$ cat config.mk
export PLATFORM = sky130hd
export DESIGN_NAME = master_ratio_detect
export DESIGN_NICKNAME = d
export VERILOG_FILES = /design/src/rtl/ratio_pkg.sv /design/src/rtl/ratio_datapath.sv /design/src/rtl/ratio_control.sv /design/src/rtl/master_ratio_detect.sv
export SDC_FILE = /design/constraint.sdc
export NUM_CORES = 1
export LEC_CHECK = 0
export BUFFER_PORTS_ARGS = -buffer_cell sky130_fd_sc_hd__buf_4
export CORE_UTILIZATION = 40
export DETAILED_ROUTE_END_ITERATION = 8
export SKIP_CTS_REPAIR_TIMING = 1
export SYNTH_ARGS = -nofsm -noshare
export SYNTH_HDL_FRONTEND = slang
export SYNTH_SLANG_ARGS = --single-unit
$ cat constraint.sdc
create_clock -name clk -period 2.9 [get_ports clk]
set_input_delay 0.435 -clock clk [delete_from_list [all_inputs] [get_ports clk]]
set_output_delay 0.435 -clock clk [all_outputs]
set_load 0.05 [all_outputs]
$ cat src/rtl/ratio_pkg.sv
package ratio_pkg;

  typedef enum logic [1:0] {
    RATIO_NONE = 2'b00,
    RATIO_256  = 2'b01,
    RATIO_384  = 2'b10,
    RATIO_512  = 2'b11
  } ratio_e;

  // datapath -> control: one classified measurement
  typedef struct packed {
    logic   measValid;
    ratio_e measClass;
  } meas_t;

  // control -> datapath: strobes that run the enable generator
  typedef struct packed {
    logic   run;
    ratio_e activeRatio;
  } ctrl_strobe_t;

endpackage

$ cat src/rtl/ratio_datapath.sv
module ratio_datapath
  import ratio_pkg::*;
#(
  parameter int SYNC_STAGES = 2,
  parameter int NOM_LO      = 256,
  parameter int NOM_MID     = 384,
  parameter int NOM_HI      = 512,
  parameter int TOL         = 2,
  parameter int TIMEOUT     = 1024
) (
  input  logic         clk,
  input  logic         rstN,
  input  logic         clear,
  input  logic         frameClk,
  input  logic [1:0]   osMode,
  input  ctrl_strobe_t ctrl,
  output meas_t        meas,
  output logic         baseEn,
  output logic         modEn
);

  localparam int CNT_W = $clog2(TIMEOUT + 1);
  localparam int NUM_RATIOS = 3;
  localparam logic [CNT_W-1:0] CNT_ONE = CNT_W'(1);
  localparam logic [CNT_W-1:0] CNT_TIMEOUT = CNT_W'(TIMEOUT);

  // frame clock synchronizer plus one history stage for edge detect
  logic [SYNC_STAGES:0] syncQ;
  logic frameRise;

  always_ff @(posedge clk or negedge rstN) begin
    if (!rstN) syncQ <= '0;
    else if (clear) syncQ <= '0;
    else syncQ <= {syncQ[SYNC_STAGES-1:0], frameClk};
  end

  assign frameRise = syncQ[SYNC_STAGES-1] & ~syncQ[SYNC_STAGES];

  // period counter
  logic [CNT_W-1:0] periodCnt;
  logic haveEdge;
  logic timeoutHit;

  assign timeoutHit = haveEdge && !frameRise && (periodCnt == CNT_TIMEOUT);

  always_ff @(posedge clk or negedge rstN) begin
    if (!rstN) begin
      periodCnt <= '0;
      haveEdge  <= 1'b0;
    end else if (clear) begin
      periodCnt <= '0;
      haveEdge  <= 1'b0;
    end else if (frameRise) begin
      periodCnt <= CNT_ONE;
      haveEdge  <= 1'b1;
    end else if (timeoutHit) begin
      periodCnt <= CNT_ONE;
    end else if (haveEdge && periodCnt != CNT_TIMEOUT) begin
      periodCnt <= periodCnt + CNT_ONE;
    end
  end

  // window classifier, one comparator pair per supported ratio
  logic [NUM_RATIOS-1:0] winHit;

  for (genvar i = 0; i < NUM_RATIOS; i++) begin : g_window
    localparam int NOM = (i == 0) ? NOM_LO : (i == 1) ? NOM_MID : NOM_HI;
    localparam logic [CNT_W-1:0] WIN_LO = CNT_W'(NOM - TOL);
    localparam logic [CNT_W-1:0] WIN_HI = CNT_W'(NOM + TOL);
    assign winHit[i] = (periodCnt >= WIN_LO) && (periodCnt <= WIN_HI);
  end

  ratio_e periodClass;
  always_comb begin
    if (winHit[0])      periodClass = RATIO_256;
    else if (winHit[1]) periodClass = RATIO_384;
    else if (winHit[2]) periodClass = RATIO_512;
    else                periodClass = RATIO_NONE;
  end

  always_ff @(posedge clk or negedge rstN) begin
    if (!rstN) begin
      meas <= '{measValid: 1'b0, measClass: RATIO_NONE};
    end else if (clear) begin
      meas <= '{measValid: 1'b0, measClass: RATIO_NONE};
    end else begin
      meas.measValid <= (frameRise && haveEdge) || timeoutHit;
      meas.measClass <= frameRise ? periodClass : RATIO_NONE;
    end
  end

  // 256fs base enable generator
  logic [1:0] basePhase;
  logic baseEnInt;

  always_ff @(posedge clk or negedge rstN) begin
    if (!rstN) basePhase <= '0;
    else if (clear || !ctrl.run) basePhase <= '0;
    else begin
      case (ctrl.activeRatio)
        RATIO_384: basePhase <= (basePhase == 2'd2) ? 2'd0 : basePhase + 2'd1;
        RATIO_512: basePhase <= {1'b0, ~basePhase[0]};
        default:   basePhase <= 2'd0;
      endcase
    end
  end

  always_comb begin
    case (ctrl.activeRatio)
      RATIO_256: baseEnInt = ctrl.run;
      RATIO_384: baseEnInt = ctrl.run && (basePhase != 2'd2);
      RATIO_512: baseEnInt = ctrl.run && (basePhase == 2'd0);
      default:   baseEnInt = 1'b0;
    endcase
  end

  // modulator-rate divider: 4, 2 or 1 base pulses per output pulse
  logic [1:0] modPhase;
  logic [1:0] modMask;

  always_comb begin
    if (osMode[1])      modMask = 2'b00;
    else if (osMode[0]) modMask = 2'b01;
    else                modMask = 2'b11;
  end

  always_ff @(posedge clk or negedge rstN) begin
    if (!rstN) modPhase <= '0;
    else if (clear || !ctrl.run) modPhase <= '0;
    else if (baseEnInt) modPhase <= modPhase + 2'd1;
  end

  assign baseEn = baseEnInt;
  assign modEn  = baseEnInt && ((modPhase & modMask) == 2'b00);

endmodule

$ cat src/rtl/ratio_control.sv
module ratio_control
  import ratio_pkg::*;
(
  input  logic         clk,
  input  logic         rstN,
  input  logic         clear,
  input  meas_t        meas,
  output ctrl_strobe_t ctrl
);

  ratio_e candRatio;
  ratio_e lockedRatio;
  logic   lockedQ;
  logic   missOnce;

  always_ff @(posedge clk or negedge rstN) begin
    if (!rstN) begin
      candRatio   <= RATIO_NONE;
      lockedRatio <= RATIO_NONE;
      lockedQ     <= 1'b0;
      missOnce    <= 1'b0;
    end else if (clear) begin
      candRatio   <= RATIO_NONE;
      lockedRatio <= RATIO_NONE;
      lockedQ     <= 1'b0;
      missOnce    <= 1'b0;
    end else if (meas.measValid) begin
      if (!lockedQ) begin
        if (meas.measClass != RATIO_NONE && meas.measClass == candRatio) begin
          lockedQ     <= 1'b1;
          lockedRatio <= meas.measClass;
          missOnce    <= 1'b0;
        end
        candRatio <= meas.measClass;
      end else if (meas.measClass == lockedRatio) begin
        missOnce <= 1'b0;
      end else if (missOnce) begin
        lockedQ     <= 1'b0;
        lockedRatio <= RATIO_NONE;
        candRatio   <= RATIO_NONE;
        missOnce    <= 1'b0;
      end else begin
        missOnce <= 1'b1;
      end
    end
  end

  assign ctrl.run         = lockedQ;
  assign ctrl.activeRatio = lockedRatio;

endmodule

$ cat src/rtl/master_ratio_detect.sv
module master_ratio_detect
  import ratio_pkg::*;
#(
  parameter int SYNC_STAGES = 2,
  parameter int NOM_LO      = 256,
  parameter int NOM_MID     = 384,
  parameter int NOM_HI      = 512,
  parameter int TOL         = 2,
  parameter int TIMEOUT     = 1024
) (
  input  logic       clk,
  input  logic       rstN,
  input  logic       pwrUp,
  input  logic       frameClk,
  input  logic [1:0] osMode,
  output logic [1:0] ratioCode,
  output logic       locked,
  output logic       baseEn,
  output logic       modEn,
  output logic       cfgErr
);

  logic         clear;
  meas_t        meas;
  ctrl_strobe_t ctrl;
  logic         baseEnRaw;
  logic         modEnRaw;

  assign clear = !pwrUp;

  ratio_datapath #(
    .SYNC_STAGES(SYNC_STAGES), .NOM_LO(NOM_LO), .NOM_MID(NOM_MID),
    .NOM_HI(NOM_HI), .TOL(TOL), .TIMEOUT(TIMEOUT)
  ) datapath_i (
    .clk(clk), .rstN(rstN), .clear(clear), .frameClk(frameClk),
    .osMode(osMode), .ctrl(ctrl), .meas(meas),
    .baseEn(baseEnRaw), .modEn(modEnRaw)
  );

  ratio_control control_i (
    .clk(clk), .rstN(rstN), .clear(clear), .meas(meas), .ctrl(ctrl)
  );

  assign locked    = pwrUp && ctrl.run;
  assign ratioCode = locked ? ctrl.activeRatio : RATIO_NONE;
  assign baseEn    = pwrUp && baseEnRaw;
  assign modEn     = pwrUp && modEnRaw;
  assign cfgErr    = locked && osMode[1] && (ctrl.activeRatio != RATIO_512);

endmodule

# == Word level (Yosys, flattened, before mapping) ==
# Index checks and enable logic that the tools add are counted.
# totals
ff_bits,28
latch_bits,0
mem_bits_rw,0
mem_bits_ro,0
input_bits,6
output_inout_bits,6
elab_cells,109
mem_count,0
# op_classes
addsub,3
mul,0
n_div,0
n_lt_le_gt_ge,6
n_eq_ne,16
shift,0
muxes,41
bitwise_logic,4
reduce_logical,28
# op_table
op,count
$mux 11,4
$mux 2,20
$ge 11x9->1 const B,2
$le 11x9->1 const B,2
$logic_and 1x1->1,16
$mux 1,13
$add 11x1->11 const B,1
$eq 11x11->1 const B,1
$ge 11x8->1 const B,1
$le 11x10->1 const B,1
$ne 11x11->1 const B,1
$eq 2x2->1 const B,3
$mux 3,2
$ne 3x3->1 const B,2
$add 2x1->2 const B,2
$eq 2x2->1,2
$logic_not 2->1,2
$ne 2x1->1 const B,2
$ne 2x2->1 const B,2
$ne 4x1->1 const B,1
$pmux 2 s2,1
$reduce_and 4->1,1
$reduce_bool 2->1,2
$logic_not 1->1,3
other kinds (9),11

# == Depth between registers and ports, before layout ==
# depth
depth_word,8
ltp_mapped,7
ltp_nobuf,6

# == Hierarchy ==
# A second synthesis with hierarchy kept.
# unflattened
cells_unflattened,172
hier_area_um2,1654.1
# by_module_without_submodules
module,instances,cells_per_inst,area_each_um2,seq_area_each_um2
ratio_datapath,1,124,1223.7,550.5
ratio_control,1,40,377.9,150.1
master_ratio_detect,1,8,52.6,0.0

# == Worst setup path after synthesis ==
# OpenSTA, ideal clock, no wires.
# synth_timing
path_kind,register -> output
start,register control_i.lockedRatio[0]
end,output modEn
arrival_ps,1841
required_time_ps,2465
path_slack_ps,624
path_stages_with_launch,5
n_path_buf,0
path_cell_list,dfrtp_1 -> mux2_2 -> a21oi_1 -> and2_1 -> o21a_1
# synth_between
elab_chain_cells,4
word_cells_on_any_way,6
cone_classes,3 x eq/ne; 1 x mux; 2 x reduce/logical
# synth_lines
element,line,source
from (decl),ratio_control.sv:12,ratio_e lockedRatio;
from (signal assigned),ratio_control.sv:31,lockedRatio <= meas.measClass;
$eq 2x2->1 / $eq 2x1->1 (equally long branches),ratio_datapath.sv:109,case (ctrl.activeRatio)
$pmux 1 s3 (*),ratio_datapath.sv:109,
$logic_and 1x1->1 (*),ratio_datapath.sv:134,assign modEn = baseEnInt && ((modPhase & modMask) == 2'b00);
$logic_and 1x1->1 (*),master_ratio_detect.sv:47,assign modEn = pwrUp && modEnRaw;
to (decl),master_ratio_detect.sv:19,"output logic modEn,"
# Every way passes the cells marked *; elsewhere a longest branch is shown, timed or not.

# == Worst setup path after layout ==
# Ends and elaborated chain as after synthesis.

==> run metrics <==
Post-synth EDFFs 0; worst slew pin tran 0.597 ns; H-tree depth 1; status finished clean; Synth Area in Adders approximately 2.3%; Yosys warning count 0; 1st-pass router iterations 4; area of the multi-input gates 898 sq um; # Max-Cap Violations 0; Leak 0.786 nW; Longest Clk Path Bufs 2; Iteration-0 DRC Markers 62; proportion of synthesized area in mux cells 1.28%; Synth Flop Type dfrtp_1; total congestion overflow 0; commonest non-fill, non-tap cells in the layout dfrtp_1, a31oi_1, nand2_1; Sequential Area 701 sq um; largest family of logic cells by synthesized area simple AND/OR/NAND/NOR gates; Setup crit start control_i.lockedRatio[0]; leading cell type in the layout, fill and taps excluded dfrtp_1; ANT cells 0; NumNets Final 194; overall die width 66.5 um; Clock Latency Late Sink 0.27 ns; vias in the first global route ~1300; gpl congestion 0.754; CTS Buf Count 3; largest stage delay on the critical path between 0.4 and 0.5 ns; io pins 12; worst r2r dst datapath_i.periodCnt[1]; Distinct cells, synth 52; Root Buffer clkbuf_8; Placed Cells between 200 and 250; Residual DRC 0; unrepaired setup endpoints after global routing no; Clock Skew 0.00406 ns; CTS tree yes; Die Y 66.5 um; Seq/Total Area, Yosys between 40% and 50%; Final Cycle Share roughly three quarters; HPWL Detailed 2630 um; Mean Syn Cell Area 9.51 sq um; largest net degree at the start of global routing 29; gr usage total 18.2%; worst setup path end modEn; Syn Inst Count 175; clock sinks 28; Mapped Area 0.00166 sq mm; post-synthesis simple-gate area fraction around 28%; critical path's slowest cell dfrtp_1; post-route cell area 0.00185 sq mm; setup TNS 0 ns; die area 0.00442 sq mm; Critical Path Start Type flip-flop; Worst-path clk slew 0.10 ns; Mapped Nets approximately 180; Port Buffers 11; drt via density 5.84; reg2reg setup slack roughly 0.9 ns; fmax ~0.46 GHz; crit path DAT 1.75 ns; initial antenna violation count 0; Slew headroom ~60%; Worst Path Max Fanout 6; Compound-Gate Fraction of Synth Area 19.8%; XOR/XNOR Fraction of Synth Area between 2 and 3%; Reg2Reg Depth 6; setup violators final 0; worst-path cell chain mux2_2 > a21oi_1 > and2_1 > o21a_1 > buf_4; Post-Layout Cell Count 234; FILL cells 388; endpoint class of the critical path output port; share of layout cells above drive strength 1 14.7%; Power Density roughly 410 mW/mm^2; WS Path Type flip-flop to output port; DR vias ~1400; WL final 3590 um; Crit Reg-Reg Startpoint datapath_i.periodCnt[1]; Fin. Hold Viols 0; DRT antenna net count 0; initial core utilization 41.6%; core area between 0.004 and 0.005 sq mm; VDD IR max around 0.35 mV; global-route wire length before repair 6100 um; WP data required 2.47 ns; count of final max-slew check failures 0; number of synthesized register bits 28; num rows 23; Area Growth Syn to Fin 11.4%; asr flop ratio synth 100%; post-place instance area 0.00178 sq mm; post-layout minimum cycle time 2.19 ns; wire per inst roughly 15 um; Hold Crit Class input port to asynchronous set/reset pin
[synth_stat cells (all sizes together) (3+ instances only)]
cell type,instances,area [sq um]
a211oi,3,22.5
a21oi,4,20.0
a31oi,16,115
and2,8,50.1
and3,4,26.3
buf,4,20.0
dfrtp,28,701
ha,3,37.5
inv,10,37.5
nand2,13,48.8
nand2b,5,31.3
nand3,3,15.0
nand3b,6,45.0
nor2,12,45.0
nor2b,4,25.0
nor4,5,52.6
o21ai,5,25.0
xnor2,3,26.3
[routing by layer]
metal / wire (um) / global-route usage (%) / up-vias / part of all wire, %
met5: 0 / 0 / - / 0
met4: 31 / 3.99 / 0 / 0.86
met3: 109 / 3.60 / 4 / 3.0
met2: 1870 / 32.1 / 23 / 52
met1: 1580 / 22.9 / 679 / 44
li1: - / - / 661 / -
[worst max-delay path: cells and delay by family, from the launching register on]
family                 cells  cell delay (ns)
AOI/OAI and AO/OA          2             0.35
buffers and inverters      1             0.19
DFF                        1             0.45
muxes                      1             0.30
and+or+nand+nor            1             0.19
[state kept, by name, indices dropped and copies added (netlist names)]
signal,cells
datapath_i.periodCnt,11
datapath_i.meas,3
control_i.lockedQ,1
control_i.lockedRatio,2
control_i.missOnce,1
datapath_i.modPhase,2
datapath_i.haveEdge,1
control_i.candRatio,2
datapath_i.basePhase,2
datapath_i.syncQ,3
[stage by stage]
stage	setup WS, ns	power [W]	utilization (%)	hold slack, ns
final	0.712	0.000766	46.3	0.0610
after global routing	0.589	0.000802	46.3	0.0812
after CTS	0.701	0.000778	46.3	0.0695
after detailed placement	0.946	0.000467	44.5	0.378
after global placement	1.03	0.000465	44.5	0.370
after floorplan	0.624	0.000443	-	0.139
[where the power goes]
group	switching (W)	internal [W]
Combinational	0.0000373	0.0000201
Clock	0.000122	0.000185
Sequential	0.00000601	0.000395
[cells by family (layout without fill, tap and decap cells)]
group / count (synthesis) / count (layout)
AND/OR/NAND/NOR: 75 / 75
multiplexers: 2 / 2
AO/OA/AOI/OAI: 46 / 46
buffers and inverters: 16 / 25
flip-flops: 28 / 28
XOR/XNOR: 5 / 5
adder cells (fa/ha/maj): 3 / 3
[worst min-delay path by stage]
stage / start / depth (start not counted) / end / slack, ns
after floorplan: rstN / 0 / control_i.candRatio[0] / 0.14
after global placement: rstN / 1 / datapath_i.basePhase[1] / 0.37
after detailed placement: rstN / 1 / datapath_i.basePhase[1] / 0.38
after CTS: rstN / 1 / datapath_i.syncQ[2] / 0.07
after global routing: rstN / 1 / datapath_i.modPhase[1] / 0.08
final: rstN / 1 / datapath_i.basePhase[1] / 0.06
[cell type report]
type	instances	area share (%)
timing repair buffer	11	4.46
clock inverter	1	1.62
multi-input combinational	131	48.5
clock buffer	3	2.23
sequential	28	37.8
tap	50	3.38
inverter	10	2.03
Note: power is estimated with default switching activity, not from simulation.
